[src/rtl/mdio_pkg.sv]
package mdio_pkg;
  typedef enum logic [1:0] {
    SEL_FRAME = 2'd0,
    SEL_EVENT = 2'd1,
    SEL_MASK  = 2'd2,
    SEL_SPEED = 2'd3
  } reg_sel_e;

  localparam int unsigned EV_BIT    = 23;
  localparam int unsigned PRE_LEN   = 32;
  localparam int unsigned WORD_W    = 32;
  localparam int unsigned FRAME_LEN = PRE_LEN + WORD_W;
  localparam int unsigned IDX_W     = $clog2(FRAME_LEN);
  localparam int unsigned RD_W      = 16;
  localparam logic [1:0]  OP_READ   = 2'b10;
endpackage

[src/rtl/mdio_clkgen.sv]
module mdio_clkgen #(
  parameter int unsigned DIV_W = 6
) (
  input  logic             clk_i,
  input  logic             rst_ni,
  input  logic             run_i,
  input  logic [DIV_W-1:0] div_i,
  output logic             mdc_o,
  output logic             rise_o,
  output logic             fall_o
);
  localparam int unsigned CW = DIV_W + 1;

  logic [CW-1:0] cnt_q;
  logic [CW-1:0] lim;
  logic          mdc_q;
  logic          wrap;

  // half period = 2 * div clocks
  assign lim  = {div_i, 1'b0} - {{DIV_W{1'b0}}, 1'b1};
  assign wrap = run_i && (cnt_q == lim);

  always_ff @(posedge clk_i or negedge rst_ni) begin
    if (!rst_ni) begin
      cnt_q <= '0;
      mdc_q <= 1'b0;
    end else if (!run_i) begin
      cnt_q <= '0;
      mdc_q <= 1'b0;
    end else if (wrap) begin
      cnt_q <= '0;
      mdc_q <= ~mdc_q;
    end else begin
      cnt_q <= cnt_q + {{DIV_W{1'b0}}, 1'b1};
    end
  end

  assign mdc_o  = mdc_q;
  assign rise_o = wrap && !mdc_q;
  assign fall_o = wrap && mdc_q;
endmodule

[src/rtl/mdio_shifter.sv]
module mdio_shifter
  import mdio_pkg::*;
(
  input  logic              clk_i,
  input  logic              rst_ni,
  input  logic              start_i,
  input  logic [WORD_W-1:0] word_i,
  input  logic              rise_i,
  input  logic              fall_i,
  input  logic              mdio_i,
  output logic              busy_o,
  output logic              mdo_o,
  output logic              oe_o,
  output logic              done_o,
  output logic              is_rd_o,
  output logic [RD_W-1:0]   rd_data_o
);
  localparam logic [IDX_W-1:0] LAST_IDX = IDX_W'(FRAME_LEN - 1);
  localparam logic [IDX_W-1:0] REL_IDX  = IDX_W'(PRE_LEN + 15);
  localparam logic [IDX_W-1:0] CAP_IDX  = IDX_W'(PRE_LEN + 16);

  logic              busy_q;
  logic              rd_q;
  logic [IDX_W-1:0]  idx_q;
  logic [WORD_W-1:0] word_q;
  logic [RD_W-1:0]   cap_q;

  always_ff @(posedge clk_i or negedge rst_ni) begin
    if (!rst_ni) begin
      busy_q <= 1'b0;
      rd_q   <= 1'b0;
      idx_q  <= '0;
      word_q <= '0;
      cap_q  <= '0;
    end else if (start_i && !busy_q) begin
      busy_q <= 1'b1;
      rd_q   <= (word_i[29:28] == OP_READ);
      idx_q  <= '0;
      word_q <= word_i;
      cap_q  <= '0;
    end else if (busy_q) begin
      if (rise_i && rd_q && idx_q >= CAP_IDX)
        cap_q <= {cap_q[RD_W-2:0], mdio_i};
      if (fall_i) begin
        if (idx_q == LAST_IDX) busy_q <= 1'b0;
        else idx_q <= idx_q + {{(IDX_W-1){1'b0}}, 1'b1};
      end
    end
  end

  // upper index bit selects word vs preamble; low bits pick MSB first
  assign mdo_o     = busy_q && (idx_q[IDX_W-1] ? word_q[~idx_q[IDX_W-2:0]] : 1'b1);
  assign oe_o      = busy_q && !(rd_q && idx_q >= REL_IDX);
  assign done_o    = busy_q && fall_i && (idx_q == LAST_IDX);
  assign busy_o    = busy_q;
  assign is_rd_o   = rd_q;
  assign rd_data_o = cap_q;
endmodule

[src/rtl/mdio_master.sv]
module mdio_master
  import mdio_pkg::*;
#(
  parameter int unsigned DIV_W = 6
) (
  input  logic        clk_i,
  input  logic        rst_ni,
  input  logic        reg_we_i,
  input  logic [1:0]  reg_addr_i,
  input  logic [31:0] reg_wdata_i,
  output logic [31:0] reg_rdata_o,
  output logic        irq_o,
  output logic        mdc_o,
  output logic        mdio_o,
  output logic        mdio_oe_o,
  input  logic        mdio_i
);
  reg_sel_e          sel;
  logic [31:0]       frame_q;
  logic              ev_q;
  logic              mask_q;
  logic [DIV_W-1:0]  div_q;
  logic              busy;
  logic              done;
  logic              is_rd;
  logic [RD_W-1:0]   rd_data;
  logic              rise;
  logic              fall;
  logic              frame_wr;
  logic              start;

  assign sel      = reg_sel_e'(reg_addr_i);
  assign frame_wr = reg_we_i && (sel == SEL_FRAME) && !busy;
  assign start    = frame_wr && (div_q != '0);

  always_ff @(posedge clk_i or negedge rst_ni) begin
    if (!rst_ni) begin
      frame_q <= '0;
      ev_q    <= 1'b0;
      mask_q  <= 1'b0;
      div_q   <= '0;
    end else begin
      if (frame_wr) frame_q <= reg_wdata_i;
      else if (done && is_rd) frame_q[RD_W-1:0] <= rd_data;

      if (done) ev_q <= 1'b1;
      else if (reg_we_i && sel == SEL_EVENT && reg_wdata_i[EV_BIT]) ev_q <= 1'b0;

      if (reg_we_i && sel == SEL_MASK) mask_q <= reg_wdata_i[EV_BIT];
      if (reg_we_i && sel == SEL_SPEED) div_q <= reg_wdata_i[DIV_W:1];
    end
  end

  always_comb begin
    reg_rdata_o = '0;
    unique case (sel)
      SEL_FRAME: reg_rdata_o = frame_q;
      SEL_EVENT: reg_rdata_o[EV_BIT] = ev_q;
      SEL_MASK:  reg_rdata_o[EV_BIT] = mask_q;
      SEL_SPEED: reg_rdata_o = {{(31-DIV_W){1'b0}}, div_q, 1'b0};
    endcase
  end

  assign irq_o = ev_q & mask_q;

  mdio_clkgen #(.DIV_W(DIV_W)) u_clkgen (
    .clk_i  (clk_i),
    .rst_ni (rst_ni),
    .run_i  (busy),
    .div_i  (div_q),
    .mdc_o  (mdc_o),
    .rise_o (rise),
    .fall_o (fall)
  );

  mdio_shifter u_shifter (
    .clk_i     (clk_i),
    .rst_ni    (rst_ni),
    .start_i   (start),
    .word_i    (reg_wdata_i),
    .rise_i    (rise),
    .fall_i    (fall),
    .mdio_i    (mdio_i),
    .busy_o    (busy),
    .mdo_o     (mdio_o),
    .oe_o      (mdio_oe_o),
    .done_o    (done),
    .is_rd_o   (is_rd),
    .rd_data_o (rd_data)
  );
endmodule

[config.mk]
export PLATFORM = sky130hd
export DESIGN_NAME = mdio_master
export DESIGN_NICKNAME = d
export VERILOG_FILES = /design/src/rtl/mdio_pkg.sv /design/src/rtl/mdio_clkgen.sv /design/src/rtl/mdio_shifter.sv /design/src/rtl/mdio_master.sv
export SDC_FILE = /design/constraint.sdc
export NUM_CORES = 1
export LEC_CHECK = 0
export BUFFER_PORTS_ARGS = -buffer_cell sky130_fd_sc_hd__buf_2
export CORE_ASPECT_RATIO = 2
export CORE_MARGIN = 3
export CORE_UTILIZATION = 50
export CTS_BUF_LIST = sky130_fd_sc_hd__clkbuf_16
export CTS_CLUSTER_DIAMETER = 50
export DETAILED_ROUTE_END_ITERATION = 10
export PLACE_DENSITY = 0.79
export SLEW_MARGIN = 10
export SYNTH_ARGS = -nofsm -noshare
export SYNTH_HDL_FRONTEND = slang
export SYNTH_SLANG_ARGS = --single-unit
export TNS_END_PERCENT = 10
[constraint.sdc]
create_clock -name clk_i -period 2.3 [get_ports clk_i]
set_clock_uncertainty 0.15 [all_clocks]
set_input_delay 0.345 -clock clk_i [delete_from_list [all_inputs] [get_ports clk_i]]
set_output_delay 0.345 -clock clk_i [all_outputs]
set_load 0.05 [all_outputs]
==> reports/metrics.cfg, run 1 <==
[worst_setup_path]
cp-end-kind=output pin
worst-endpoint-arrival_ns=2.15
critPathLaunch=u_shifter.idx_q[0]
critPathMaxFanout=4
critical_path_required_ns=1.80
start_kind=register
rrSetupSlack_ns=-0.07
r2r_end=u_shifter.idx_q[2]
r2r_start=div_q[1]
rr_worst_depth=8
critPathKind=register to output pin

[cells_and_area]
antenna_cells=0
area_growth_pct=20.0
drive_above_1_share_pct=23.7
utilization_pct=62.4
nNetsFinal=683
final_common_cell=nand2_1
layout_common_cells=nand2_1 (168), dfrtp_1 (104), buf_2 (70)
fin_cells=770

[clock_tree]
htreeDepth=3
clock_path_buffers=2
cts_root_buf=clkbuf_16
clk_pin_slew_ns=0.07
cts_tree=yes
cts.sinks=104
cts_buffers=9
insertion_delay_ns=0.34

[synth]
synth-edff-count=0
synthCells=552
synth-seq-cells=104
async_flop_share_pct=100
syn_area_um2=5110
ys_dominant_reg_cell=dfrtp_1
syn_nets=599
netlist-cell-type-count=41
ys_seq_area_share_pct=50.9
syn_area_per_cell_um2=9.26
yosysWarnings=0

[global_route]
grt_pass1_vias=4425
top_usage_layer=met2
use_met1_pct=26.9
met2_usage_pct=39.1
grt_overflow=0
grt_use_total_pct=22.7
antenna_found_initial=0
grt_pass1_wl_um=20800
grt_util_met3_pct=4.05
grt_max_degree=55

[die]
rows=51
die_y_um=149
start_util_pct=52.0
die_x_um=77.5
pin_count=74
coreArea_um2=9830
die_area_um2=11500

[sta]
worst_pin_slew_ns=0.438
holdWs_ns=0.0657
max_freq_mhz=378
setup_viol_count_final=21
slew_headroom_pct=70.4
finalCritPeriodShare_pct=115
hold_viol_final=0
timing.final.ws_setup_ns=-0.349
min_period_ns=2.65
slew_viol_final=0
rsz0062_at_grt=yes

[routing]
routed_wl_um=12400
first_pass_iters=5
wl_per_cell_um=16.1
routed_via_density=5.55
drc=0
drt_iter0_drc=327
num_vias=4274
drtAntennaViolNets=0

[hold_path]
holdCritPathClass=input port to register
worstHoldStart=reg_wdata_i[22]
whs_path_depth=3
holdPathEnd=u_shifter.word_q[22]

[status]
status=complete, but fails checks
violations=negative setup slack

[placed_design]
dpl.hpwl_um=8980
gp_congestion=0.823
io_buffers=73
dp_cells=752

[pwr]
p_per_area_nw_per_um2=962
p_leak_nw=3.22
fin_total_pwr_w=0.00590
ir_worst_vdd_mv=0.503

[run]
cap_violations=0

synth_stat cells (4+ instances only):
cell	number	area, um^2
xnor2_1	7	61.3
buf_2	7	35.0
nand3_1	40	200
ha_1	9	113
nor2_1	41	154
and3_1	5	31.3
mux2i_1	20	200
nand2_1	168	631
o21ai_0	4	20.0
nand4_1	19	119
mux2_2	8	90.1
dfrtp_1	104	2600
inv_1	9	33.8
a22oi_1	7	52.6
xor2_1	5	43.8
and2_1	32	200
clkbuf_1	21	78.8
mux4_2	7	158
a21oi_1	4	20.0
repair_timing:
| item | 4_1_cts | 5_1_grt |
|---|---|---|
| setup endpoints to repair | 7 | 49 |
| hold endpoints to repair | 28 | 0 |
| pin swaps | 3 | 28 |
| hold buffers | 1 | 0 |
| buffers inserted | 2 | 2 |
| gates resized for setup | 6 | 15 |
critical path, cell delays in order, from the launching register on:
cell	delay (ns)
dfrtp_1	0.38
buf_6	0.13
mux4_2	0.49
mux2i_1	0.14
nor2_1	0.05
a311oi_1	0.26
o21a_1	0.17
nor2_2	0.04
buf_6	0.15
power breakdown:
part / internal [W] / switching [W]
clock network: 0.000712 / 0.000632
registers: 0.00227 / 0.000408
logic: 0.000818 / 0.00107
state kept, by name, indices dropped and copies added (netlist names), 6 cells and up:
name                 cells
u_shifter.idx_q          6
u_clkgen.cnt_q           7
div_q                    6
u_shifter.word_q        32
u_shifter.rd_data_o     16
frame_q                 32
layout make-up:
cell class / instances / area, um^2
inverters: 9 / 33.8
clock inverters: 4 / 25.0
flip-flops and latches: 104 / 2600
clock buffers: 9 / 225
fillers: 844 / 3690
repair buffers: 107 / 694
well taps: 132 / 165
multi-input cells: 405 / 2390
metal layers:
layer | part of all wire, % | vias to the layer above
li1 | - | 2007
met1 | 38 | 2091
met2 | 54 | 137
met3 | 4.7 | 39
met4 | 3.7 | 0
met5 | 0 | -
through the flow:
step	setup WS, ns	cell area [um^2]	TNS, ns
floorplan	-0.0404	5120	-0.340
global placement	-0.0811	5770	-0.0811
detailed placement	-0.0809	5770	-0.112
CTS	-0.365	6060	-0.574
global route	-0.483	6130	-5.85
finish	-0.349	6130	-1.01
how the worst max path moves through the flow:
stage               endpoint  slack, ns  cells after the start
floorplan             mdio_o      -0.04                      6
global placement      mdio_o      -0.08                      8
detailed placement    mdio_o      -0.08                      8
CTS                   mdio_o      -0.37                      8
global route          mdio_o      -0.48                      8
finish                mdio_o      -0.35                      8
kinds of logic after synthesis:
kind of cell,count (synthesis),share of synthesized area (%)
buffers and inverters,43,3.45
muxes,35,8.76
and+or+nand+nor,318,28.3
AOI/OAI and AO/OA,31,4.28
adders and majority gates,9,2.20
xor gates and xnor gates,12,2.06
DFF,104,50.9
(Power assumes the default switching activity.)
==> run 2, diff against run 1 <==
==> constraint.sdc (replaced) <==
create_clock -name clk_i -period 2.3 [get_ports clk_i]
set_clock_uncertainty 0.15 [all_clocks]
set_input_delay 0 -clock clk_i [delete_from_list [all_inputs] [get_ports clk_i]]
set_output_delay 0 -clock clk_i [all_outputs]
set_load 0.05 [all_outputs]
==> reports/metrics.cfg, run 2 (synthesis results as in run 1) <==
[cells_and_area]
fillers=771  ; -8.6%
drive_above_1_share_pct=23.2  ; -0.49 points
antenna_cells=0  ; unchanged
nNetsFinal=717  ; +5.0%
final_common_cell=nand2_1
area_growth_pct=28.4
layout_common_cells=nand2_1 (168), dfrtp_1 (103), buf_2 (71)

[status]
status=complete, but fails checks
violations=negative setup slack

[global_route]
antenna_found_initial=0  ; unchanged
grt_pass1_wl_um=22000  ; +5.3%
grt_overflow=0  ; unchanged
grt_use_total_pct=24.0  ; +1.4 points
grt_pass1_vias=4615  ; +4.3%
grt_max_degree=55  ; unchanged

[sta]
timing.final.ws_setup_ns=-0.0376  ; +0.311 ns
worst_pin_slew_ns=0.889  ; +0.451 ns
hold_viol_final=0  ; unchanged
setup_viol_count_final=5  ; -76%
finalCritPeriodShare_pct=102  ; -14 points
min_period_ns=2.34  ; -0.311 ns
slew_viol_final=0  ; unchanged
rsz0062_at_grt=yes
max_freq_mhz=428  ; +13%
holdWs_ns=0.0406  ; -0.0251 ns
slew_headroom_pct=40.5  ; -30 points
setup_tns_ns=-0.111  ; +0.897 ns

[worst_setup_path]
crit_path_top_delay_cell=mux4_2
cpMostUsedCell=buf_6
rr_worst_depth=9  ; +1
critPathMaxFanout=5  ; +1
critPathKind=register to output pin
r2r_end=u_shifter.idx_q[0]
cpLargestDelayFamily=multiplexers
critPathBufInv=2  ; unchanged
cp-end-kind=output pin
start_kind=register
critical_path_required_ns=2.15  ; +0.35 ns
rrSetupSlack_ns=-0.02  ; +0.05 ns
worst-endpoint-arrival_ns=2.19  ; +0.04 ns
slowest_delay_ns=0.49  ; about the same
r2r_start=div_q[1]
worstPathCellList=buf_6 -> mux4_2 -> nor2_2 -> a21oi_2 -> a311oi_2 -> o21a_1 -> nor2_1 -> buf_6
critical_path_cell_count=8  ; unchanged

[routing]
wl_per_cell_um=16.4  ; +2.0%
drc=0  ; unchanged
num_vias=4459  ; +4.3%
routed_via_density=5.54  ; -0.21%
routed_wl_um=13200  ; +6.7%
drtAntennaViolNets=0  ; unchanged
first_pass_iters=5  ; unchanged
drt_iter0_drc=382  ; +17%

[pwr]
p_per_area_nw_per_um2=959  ; -0.35%
p_leak_nw=3.40  ; +5.6%
ir_worst_vdd_mv=0.594  ; +18%

[die]
die_area_um2=11500  ; unchanged
die_x_um=77.5  ; unchanged
start_util_pct=52.0  ; unchanged
die_y_um=149  ; unchanged
rows=51  ; unchanged
coreArea_um2=9830  ; unchanged
pin_count=74  ; unchanged

[clock_tree]
cts_root_buf=clkbuf_16
insertion_delay_ns=0.35  ; about the same
cts.sinks=104  ; unchanged
cts_buffers=9  ; unchanged
cts_tree=yes
clock_path_buffers=2  ; unchanged
htreeDepth=3  ; unchanged
clk_pin_slew_ns=0.06  ; about the same

[hold_path]
holdCritPathClass=input port to register
whs_path_depth=4  ; +1
holdPathEnd=mask_q
worstHoldStart=reg_addr_i[1]

[placed_design]
dpl.hpwl_um=9120  ; +1.6%
io_buffers=73  ; unchanged
gp_congestion=0.894  ; +8.5%

[run]
cap_violations=0  ; unchanged

## run 2: layer usage
metal	GRT usage, %	vias to the layer above	share of wire [%]
met2	43.2	142	55
met3	3.57	40	3.8
met4	11.1	0	3.3
met1	27.9	2206	38
li1	-	2071	-
met5	0	-	0
## run 2: where the power goes
group	internal, W	leakage (nW)	switching [W]
Clock	0.00104	0.156	0.000632
Sequential	0.00227	1.31	0.000383
Combinational	0.000846	1.94	0.00112
Total	0.00416	3.40	0.00213
## run 2: worst max path at each step
stage | start | end | slack (ns)
2_1_floorplan | div_q[0] | u_shifter.rd_data_o[10] | -0.03
3_3_place_gp | div_q[0] | u_shifter.idx_q[3] | 0.04
3_5_place_dp | div_q[0] | u_shifter.idx_q[3] | -0.05
4_1_cts | u_shifter.idx_q[0] | mdio_o | -0.05
5_1_grt | div_q[1] | frame_q[15] | -0.15
6_report | u_shifter.idx_q[0] | mdio_o | -0.04
## run 2: cell type report
| type | instances | area [um^2] | share of cell area [%] |
|---|---|---|---|
| Clock buffer | 9 | 225 | 3.43 |
| Timing Repair Buffer | 141 | 1020 | 15.6 |
| Multi-Input combinational cell | 405 | 2410 | 36.8 |
| Sequential cell | 104 | 2600 | 39.7 |
| Clock inverter | 5 | 97.6 | 1.49 |
| Inverter | 9 | 33.8 | 0.515 |
| Tap cell | 132 | 165 | 2.52 |
## run 2: stage by stage
step	total power (W)	utilization (%)	std cells	area, um^2	worst slack [ns]
floorplan	0.00383	-	552	5110	-0.0255
global placement	0.00430	58.6	752	5760	0.0449
detailed placement	0.00439	58.6	752	5760	-0.0459
CTS	0.00622	66.2	805	6510	-0.0541
global route	0.00661	66.8	805	6560	-0.150
finish	0.00629	66.8	805	6560	-0.0376
## run 2: timing repair
item | 4_1_cts | 5_1_grt
hold buffers | 36 | 0
endpoints found under the setup margin | 31 | 46
endpoints found under the hold margin | 178 | 0
pin swaps | 6 | 6
gates resized for setup | 14 | 13
setup buffers | 3 | 0
## run 2: tightest hold or removal path: cells and delay by family
kind | cells | cell delay (ns)
buffers and inverters | 1 | 0.11
AND/OR/NAND/NOR | 1 | 0.06
adder cells (fa/ha/maj) | 1 | 0.19
multiplexers | 1 | 0.14
